$ cat config.mk
export PLATFORM = sky130hd
export DESIGN_NAME = os_timer_unit
export DESIGN_NICKNAME = d
export VERILOG_FILES = /design/src/rtl/ostmr_pkg.sv /design/src/rtl/ostmr_stamp.sv /design/src/rtl/ostmr_chan.sv /design/src/rtl/ostmr_flags.sv /design/src/rtl/os_timer_unit.sv
export SDC_FILE = /design/constraint.sdc
export NUM_CORES = 1
export LEC_CHECK = 0
export BUFFER_PORTS_ARGS = -buffer_cell sky130_fd_sc_hd__buf_2
export CAP_MARGIN = 20
export CORE_MARGIN = 2
export CORE_UTILIZATION = 45
export DETAILED_ROUTE_END_ITERATION = 10
export SYNTH_ARGS = -nofsm -noshare
export SYNTH_HDL_FRONTEND = slang
export SYNTH_HIERARCHICAL = 1
export SYNTH_SLANG_ARGS = --single-unit
$ cat constraint.sdc
create_clock -name clk -period 3.4 [get_ports clk]
set_clock_uncertainty 0.05 [all_clocks]
set_input_delay 0.17 -clock clk [delete_from_list [all_inputs] [get_ports clk]]
set_output_delay 0.17 -clock clk [all_outputs]
set_load 0.01 [all_outputs]
$ cat src/rtl/ostmr_pkg.sv
package ostmr_pkg;
  localparam int NUM_CH   = 2;
  localparam int FLAG_W   = 4;
  localparam int FLAG_TS  = 2;
  localparam int FLAG_WD  = 3;
  localparam int WA_STAMP = 0;
  localparam int WA_FLAGS = 8;
  // Channel i: count at 1+2i, control at 2+2i
  function automatic int cnt_addr(input int ch);
    return 1 + 2 * ch;
  endfunction
  function automatic int ctl_addr(input int ch);
    return 2 + 2 * ch;
  endfunction
endpackage

$ cat src/rtl/ostmr_stamp.sv
module ostmr_stamp #(
  parameter int W = 32
) (
  input  logic         clk,
  input  logic         rst,
  input  logic         ld,
  input  logic [W-1:0] ld_val,
  output logic [W-1:0] value,
  output logic         wrap
);
  always_ff @(posedge clk) begin
    if (rst)     value <= '0;
    else if (ld) value <= ld_val;
    else         value <= value + W'(1);
  end

  assign wrap = (value == '1) && !ld;

  assert_stamp_step_R2: assert property (@(posedge clk) disable iff (rst)
    !ld |=> value == $past(value) + W'(1));
  assert_stamp_load_R2: assert property (@(posedge clk) disable iff (rst)
    ld |=> value == $past(ld_val));
endmodule

$ cat src/rtl/ostmr_chan.sv
module ostmr_chan #(
  parameter int W = 32
) (
  input  logic         clk,
  input  logic         rst,
  input  logic         cnt_we,
  input  logic         ctl_we,
  input  logic [W-1:0] wdata,
  output logic [W-1:0] count,
  output logic [W-1:0] ctl,
  output logic         expire
);
  logic         run;
  logic         single;
  logic [W-1:0] period;

  assign run    = ctl[0];
  assign single = ctl[1];
  assign period = {ctl[W-1:2], 2'b00};
  assign expire = run && (count <= W'(1)) && !ctl_we && !cnt_we;

  always_ff @(posedge clk) begin
    if (rst) begin
      count <= '0;
      ctl   <= '0;
    end else if (ctl_we) begin
      ctl <= wdata;
      if (wdata[0]) count <= {wdata[W-1:2], 2'b00};
    end else if (cnt_we) begin
      count <= wdata;
    end else if (run) begin
      if (count <= W'(1)) begin
        if (single) begin
          count  <= '0;
          ctl[0] <= 1'b0;
        end else begin
          count <= period;
        end
      end else begin
        count <= count - W'(1);
      end
    end
  end

  assert_arm_load_R4: assert property (@(posedge clk) disable iff (rst)
    ctl_we && wdata[0] |=> count == {$past(wdata[W-1:2]), 2'b00});
  assert_repeat_reload_R5: assert property (@(posedge clk) disable iff (rst)
    expire && !single |=> run && count == $past(period));
  assert_single_stop_R6: assert property (@(posedge clk) disable iff (rst)
    expire && single |=> !run && count == '0);
  assert_idle_hold_R7: assert property (@(posedge clk) disable iff (rst)
    !run && !ctl_we && !cnt_we |=> $stable(count));
endmodule

$ cat src/rtl/ostmr_flags.sv
module ostmr_flags #(
  parameter int N = 4
) (
  input  logic         clk,
  input  logic         rst,
  input  logic [N-1:0] set,
  input  logic         clr_we,
  input  logic [N-1:0] clr_mask,
  output logic [N-1:0] flags
);
  logic [N-1:0] clr_eff;
  assign clr_eff = clr_we ? clr_mask : '0;

  always_ff @(posedge clk) begin
    if (rst) flags <= '0;
    else     flags <= (flags & ~clr_eff) | set;
  end

  for (genvar b = 0; b < N; b++) begin : g_chk
    assert_set_wins_R9: assert property (@(posedge clk) disable iff (rst)
      set[b] |=> flags[b]);
    assert_w1c_R8: assert property (@(posedge clk) disable iff (rst)
      clr_we && clr_mask[b] && !set[b] |=> !flags[b]);
    assert_zero_keeps_R8: assert property (@(posedge clk) disable iff (rst)
      flags[b] && !clr_eff[b] |=> flags[b]);
  end
endmodule

$ cat src/rtl/os_timer_unit.sv
module os_timer_unit
  import ostmr_pkg::*;
#(
  parameter int DATA_W = 32,
  parameter int ADDR_W = 4
) (
  input  logic              clk,
  input  logic              rst,
  input  logic [ADDR_W-1:0] bus_addr,
  input  logic              bus_we,
  input  logic [DATA_W-1:0] bus_wdata,
  output logic [DATA_W-1:0] bus_rdata,
  output logic              irq_tmr0,
  output logic              irq_tmr1
);
  localparam logic [ADDR_W-1:0] A_STAMP = ADDR_W'(WA_STAMP);
  localparam logic [ADDR_W-1:0] A_FLAGS = ADDR_W'(WA_FLAGS);

  logic [DATA_W-1:0] stamp_val;
  logic              stamp_wrap;
  logic              stamp_we;
  logic [DATA_W-1:0] ch_count [NUM_CH];
  logic [DATA_W-1:0] ch_ctl   [NUM_CH];
  logic [NUM_CH-1:0] ch_expire;
  logic [FLAG_W-1:0] flag_set;
  logic [FLAG_W-1:0] flags;
  logic              flags_we;
  logic [DATA_W-1:0] rd_next;

  assign stamp_we = bus_we && (bus_addr == A_STAMP);
  assign flags_we = bus_we && (bus_addr == A_FLAGS);

  ostmr_stamp #(.W(DATA_W)) u_stamp (
    .clk(clk), .rst(rst), .ld(stamp_we), .ld_val(bus_wdata),
    .value(stamp_val), .wrap(stamp_wrap)
  );

  for (genvar i = 0; i < NUM_CH; i++) begin : g_ch
    logic cnt_we_i;
    logic ctl_we_i;
    assign cnt_we_i = bus_we && (bus_addr == ADDR_W'(cnt_addr(i)));
    assign ctl_we_i = bus_we && (bus_addr == ADDR_W'(ctl_addr(i)));
    ostmr_chan #(.W(DATA_W)) u_chan (
      .clk(clk), .rst(rst), .cnt_we(cnt_we_i), .ctl_we(ctl_we_i),
      .wdata(bus_wdata), .count(ch_count[i]), .ctl(ch_ctl[i]),
      .expire(ch_expire[i])
    );
  end

  always_comb begin
    flag_set           = '0;
    flag_set[NUM_CH-1:0] = ch_expire;
    flag_set[FLAG_TS]  = stamp_wrap;
    flag_set[FLAG_WD]  = 1'b0;
  end

  ostmr_flags #(.N(FLAG_W)) u_flags (
    .clk(clk), .rst(rst), .set(flag_set), .clr_we(flags_we),
    .clr_mask(bus_wdata[FLAG_W-1:0]), .flags(flags)
  );

  always_comb begin
    rd_next = '0;
    if (bus_addr == A_STAMP) rd_next = stamp_val;
    if (bus_addr == A_FLAGS) rd_next = DATA_W'(flags);
    for (int i = 0; i < NUM_CH; i++) begin
      if (bus_addr == ADDR_W'(cnt_addr(i))) rd_next = ch_count[i];
      if (bus_addr == ADDR_W'(ctl_addr(i))) rd_next = ch_ctl[i];
    end
  end

  always_ff @(posedge clk) begin
    if (rst) bus_rdata <= '0;
    else     bus_rdata <= rd_next;
  end

  assign irq_tmr0 = flags[0];
  assign irq_tmr1 = flags[1];

  assert_unmapped_zero_R10: assert property (@(posedge clk) disable iff (rst)
    (bus_addr == ADDR_W'(5) || bus_addr == ADDR_W'(6) || bus_addr == ADDR_W'(7))
      |=> bus_rdata == '0);
  assert_wrap_flag_R3: assert property (@(posedge clk) disable iff (rst)
    stamp_val == '1 && !stamp_we |=> flags[FLAG_TS]);
  assert_wd_flag_zero_R8: assert property (@(posedge clk) disable iff (rst)
    !flags[FLAG_WD]);
endmodule

Yosys cells after proc, flatten, opt, wreduce, memory -nomap -nowiden
Index checks and enable logic that the tools add are counted.

Bits in registers: 196. Bits of input ports: 39. Output and inout bits: 34.

Bitwise gates (word level): 3. Order comparisons: 2. Add/subtract/negate cells: 3. Mux-type cells: 29. Eq/ne operators: 10. Reduce and logical (&&, ||, !) cells: 23.

Operators by type and width (count): 2-to-1 mux 32 bit (18); <= comparator 32 x 1 -> 1 bit, second input constant (2); subtractor 32 x 1 -> 32 bit, second input constant (2); adder 32 x 1 -> 32 bit, second input constant (1); equality test 32 bit, second input constant (1); logical AND 1 bit (13); 2-to-1 mux 1 bit (10); equality test 4 x 2 -> 1 bit, second input constant (2); inequality test 2 bit, second input constant (4); nonzero test 3 bit (2); zero test 1 bit (5); bitwise AND 4 bit (1); equality test 4 x 1 -> 1 bit, second input constant (1); equality test 4 x 3 -> 1 bit, second input constant (1); equality test 4 bit, second input constant (1); zero test 4 bit (1); 2-to-1 mux 4 bit (1); NOT 4 bit (1); OR 4 x 3 -> 4 bit (1); AND reduction 2 bit (2).

Longest topological paths before layout
Word-level depth: 7. Depth in mapped cells: 15. Depth with buffers taken out: 9.

Modules after synthesis
The synthesis kept the hierarchy.

By module, submodules not included: ostmr_chan (g_ch[0].u_chan) (area an instance 3656.0 um^2, seq. area each 1281.2 um^2, times used 1, cells an instance 454); ostmr_chan (g_ch[1].u_chan) (area an instance 3577.2 um^2, seq. area each 1281.2 um^2, times used 1, cells an instance 449); os_timer_unit (area an instance 2489.9 um^2, seq. area each 640.6 um^2, times used 1, cells an instance 286); ostmr_stamp (area an instance 1858.0 um^2, seq. area each 640.6 um^2, times used 1, cells an instance 234); ostmr_flags (area an instance 145.1 um^2, seq. area each 80.1 um^2, times used 1, cells an instance 16).

Worst setup path after synthesis
Ideal clock, no wire load.

Path kind: input to register. Start: input bus_addr[3]. End: register g_ch[1].u_chan.count[29]. Arrival time: 2.421 ns. Path slack: 0.843 ns. Cell stages on the path: 12. Required time: 3.264 ns. Path through: buf_2 buf_2 nor2_1 nand2_1 nor2_1 or2_2 clkbuf_1 o21a_1 clkbuf_1 clkbuf_1 o21ai_0 a221oi_2.

Cells in the longest elaborated chain, start to end: 4.

Ends and longest elaborated chain: start: declaration (line os_timer_unit.sv:9) `input logic [ADDR_W-1:0] bus_addr,`; equality test 4 x 2 -> 1 bit * (line os_timer_unit.sv:41) `assign cnt_we_i = bus_we && (bus_addr == ADDR_W'(cnt_addr(i)));`; logical AND 1 bit * (line os_timer_unit.sv:41); net g_ch[1].cnt_we_i (line os_timer_unit.sv:39) `logic cnt_we_i;`; nonzero test 3 bit (no line) or 2-to-1 mux 32 bit (tied branches); AND reduction 2 bit (no line) or 2-to-1 mux 32 bit (tied branches); end signal: assignment (line ostmr_chan.sv:30) `count <= wdata;`; end signal: assignment (line ostmr_chan.sv:37) `count <= period;`; end signal: assignment (line ostmr_chan.sv:40) `count <= count - W'(1);`; end: declaration (line ostmr_chan.sv:9) `output logic [W-1:0] count,`.

Mark *: on every way through the listed nets, which the timed path passes. The rest lies on a longest branch. A chain may end at the register's enable or synchronous reset.

Worst setup path after layout
Start: register g_ch[0].u_chan.count[4]. End: register u_flags.flags[0].

Cells in the longest elaborated chain, start to end: 5.

Ends and longest elaborated chain: start: declaration (line ostmr_chan.sv:9); start signal: assignment (line ostmr_chan.sv:28) `if (wdata[0]) count <= {wdata[W-1:2], 2'b00};`; start signal: assignment (line ostmr_chan.sv:30); start signal: assignment (line ostmr_chan.sv:37); <= comparator 32 x 1 -> 1 bit (line ostmr_chan.sv:20) `assign expire = run && (count <= W'(1)) && !ctl_we && !cnt_we;`; logical AND 1 bit (3 in series) (line ostmr_chan.sv:20); net ch_expire[0] (line os_timer_unit.sv:24) `logic [NUM_CH-1:0] ch_expire;`; OR 4 x 3 -> 4 bit (line ostmr_flags.sv:16) `else flags <= (flags & ~clr_eff) | set;`; end signal: assignment (line ostmr_flags.sv:16); end: declaration (line ostmr_flags.sv:9) `output logic [N-1:0] flags`.

The timed path passes the listed nets, and every way through them passes these cells.

==> results.toml <==
[synthesis]
ys_types = 96
synth_area_leaders = "dfxtp_1, nor2_1, mux2i_1"
synth_edf_count = 0
synth_top_area_share_pct = 33.5
async_reset_ff_share_pct = 0
seq_area_frac_synth_pct = 33.5
synth_area_um2 = 11700
avgSynthCellArea_um2 = 8.15
synth_cells = 1439
yosys_warnings = 6
synth_top_area_cell = "dfxtp_1"
yosys_register_bits = 196
ys.flop_type = "dfxtp_1"

[hold_path]
holdPathStages = 3
worstHoldPathType = "input pin to register"

[power_and_ir_drop]
swShare_pct = 32.7
p_clk_share_pct = 37.3
switching_power_mw = 1.98
p_leak_nw = 4.69
vdd_drop_max_v = 0.000313
p_per_area_nw_per_um2 = 464
seqPwrFrac_pct = 40.7
p_int_mw = 4.06
pwr-share-comb_pct = 22.0

[floorplanning]
die_y_um = 165
start_util_pct = 45.4
io_pins = 73
die_w_um = 165
core_um2 = 25800
die_area_um2 = 27400
rows = 59

[clock_tree]
cts_tree = "done"
clkTransAtPathRegs_ns = 0.08
clock_insertion_delay_worst_skew_ns = 0.45
numCtsBuffers = 17
htreeDepth = 4
cts_root_buf = "clkbuf_16"
clockBufferDepth = 2
cts_setup_buffers = 0
cts.sinks = 196

[finish]
mostFrequentLayoutCell = "nor2_1"
fill_cells = 2531
final_cell_mix = "nor2_1, dfxtp_1, a21oi_1, nor3_1, buf_2"
nets = 1510
final_area_um2 = 13000
syn2layout_area_growth_pct = 11.0
layout-drive-gt1-share_pct = 15.0
antenna-diode-count = 0

[sta]
finalHoldViolCount = 0
drv_slew = 0
setup_tns_ns = 0
period_share_pct = 84.5
slew_headroom_pct = 32.1
post-route-min-period_ns = 2.87
worst_pin_slew_ns = 1.01
finalSetupViolations = 0
rsz0062_at_grt = "false"
fmax_mhz = 348

[setup_path]
crit_type = "register to register"
timing.critical_path.slowest_stage_cell = "nor4_4"
critPathTopFamily = "simple AND/OR/NAND/NOR gates"
r2r_slack_ns = 0.53
worstPathRequired_ns = 3.70
arrival_ns = 3.18
crit_chain = "nor4_4 > nand2_4 > or2_4 > or4_1 > nor2_1 > inv_1 > a311oi_1"
endpoint = "u_flags/flags[0]"
regToRegEndpoint = "u_flags/flags[0]"
ff2ff_path_depth = 7
critPathCaptureType = "register"
startpoint_type = "register"
path_depth = 7
path_buf_inv = 1
r2r_start = "g_ch[0].u_chan/count[4]"
cp-startpoint = "g_ch[0].u_chan/count[4]"
path_max_fanout = 9
slowest_delay_ns = 0.75

[placement]
dp_hpwl_mm = 29.3
port_buffers = 72
dpl_cell_area_um2 = 12400
gp_congestion = 0.952

[routing]
wire_per_inst_um = 23.0
postRouteAntennaNets = 0
drc = 0
via_per_inst = 6.35
drt_first_pass_iters = 6
vias = 11515
drt_wl_total_mm = 41.7
first_iter_violations = 1177

[global_routing]
grt_max_degree = 92
grt_pass1_wl_mm = 63.4
antenna_found_initial = 0
groute.usage.overall_pct = 30.5
grt-ovfl-total = 0
grt_pass1_vias = 10651

[run_status]
status = "completed"

[job]
cap_violations = 0
## how the worst min path moves through the flow
| stage | end | from | slack [ns] |
|---|---|---|---|
| after floorplan | u_flags/flags[0] | rst | 0.20 |
| after global placement | g_ch[0].u_chan/count[24] | g_ch[0].u_chan/ctl[24] | 0.43 |
| after detailed placement | bus_rdata[20] | g_ch[1].u_chan/ctl[20] | 0.42 |
| after CTS | u_stamp/value[21] | bus_wdata[21] | 0.008 |
| after global routing | u_stamp/value[24] | bus_wdata[24] | 0.02 |
| final | u_stamp/value[20] | bus_wdata[20] | 0.02 |
## worst min-delay path, cell delays in order
cell	delay, ns
buf_2	0.15
nor2_1	0.10
a311oi_1	0.05
## metrics by stage
stage          std cells  power [mW]  util, %  setup WS (ns)  hold slack [ns]
3_5_place_dp        1781        3.80     47.8          0.671            0.425
2_1_floorplan       1440        3.43        -          0.843            0.198
5_1_grt             1814        6.26     50.4          0.431           0.0235
4_1_cts             1814        6.03     50.4          0.626          0.00785
6_report            1814        6.04     50.4          0.527           0.0215
3_3_place_gp        1781        3.79     47.8          0.675            0.426
## sequential cells by signal (all words and copies together), names as in the netlist
signal             count
bus_rdata             32
g_ch.u_chan/count     64
g_ch.u_chan/ctl       64
u_flags/flags          4
u_stamp/value         32
## cell type report
class                           count  area [um2]  share of cell area [%]
Inverter                           30         113                   0.865
Timing Repair Buffer              114         697                    5.36
Tap cell                          335         419                    3.22
Clock buffer                       18         429                    3.30
Clock inverter                     14         211                    1.62
Sequential cell                   196        3920                    30.2
Multi-Input combinational cell   1107        7220                    55.5
## cell families (layout without fill, tap and decap cells)
logic type	Yosys count	in the layout	share of synthesized area, %
xor+xnor	60	60	4.48
mux	84	84	7.39
compound gates	336	336	19.8
fa+ha+maj	5	5	0.534
buf+inv	137	176	5.34
other cells	1	2	0.0320
simple gates	620	620	29.0
flops	196	196	33.5
## layer usage
| layer | GRT usage, % | vias to the layer above | part of all wire (%) | routed length, um |
|---|---|---|---|---|
| met2 | 48.0 | 528 | 44 | 18500 |
| li1 | - | 5337 | - | - |
| met3 | 4.02 | 92 | 6.9 | 2890 |
| met5 | 0 | - | 0 | 0 |
| met4 | 13.9 | 0 | 4.9 | 2030 |
| met1 | 41.6 | 5558 | 44 | 18200 |
## power groups by stage
stage                     Clock [mW]  Combinational (mW)  Sequential [mW]
final                           2.25                1.33             2.46
after global routing            2.36                1.44             2.47
after CTS                       2.27                1.30             2.46
after detailed placement           0                1.29             2.51
after global placement             0                1.29             2.51
after floorplan                    0               0.949             2.48
## cells in the mapped netlist, types with 12 or more instances
cell type  instances
inv_1             29
nor3_1            90
o21ai_0           48
nand2b_1          37
nor2b_1           30
mux2_2            20
buf_2             19
a31oi_1           17
xor2_1            20
o2bb2ai_1         25
o221ai_1          15
and3_1            27
buf_1             15
nand2_1           56
a211oi_1          15
nand4_1           13
a311oi_1          23
nor2_1           205
dfxtp_1          196
nor3_2            12
clkbuf_1          60
nor4_1            24
or3_1             16
a21oi_1           94
mux2i_1           63
xnor2_1           40
nand3_1           36
o22ai_1           16
## what timing repair did
action | 4_1_cts | 5_1_grt
hold endpoints to repair | 1 | 0
hold buffers | 1 | 0
gates resized for setup | 0 | 0
(Power assumes the default switching activity.)
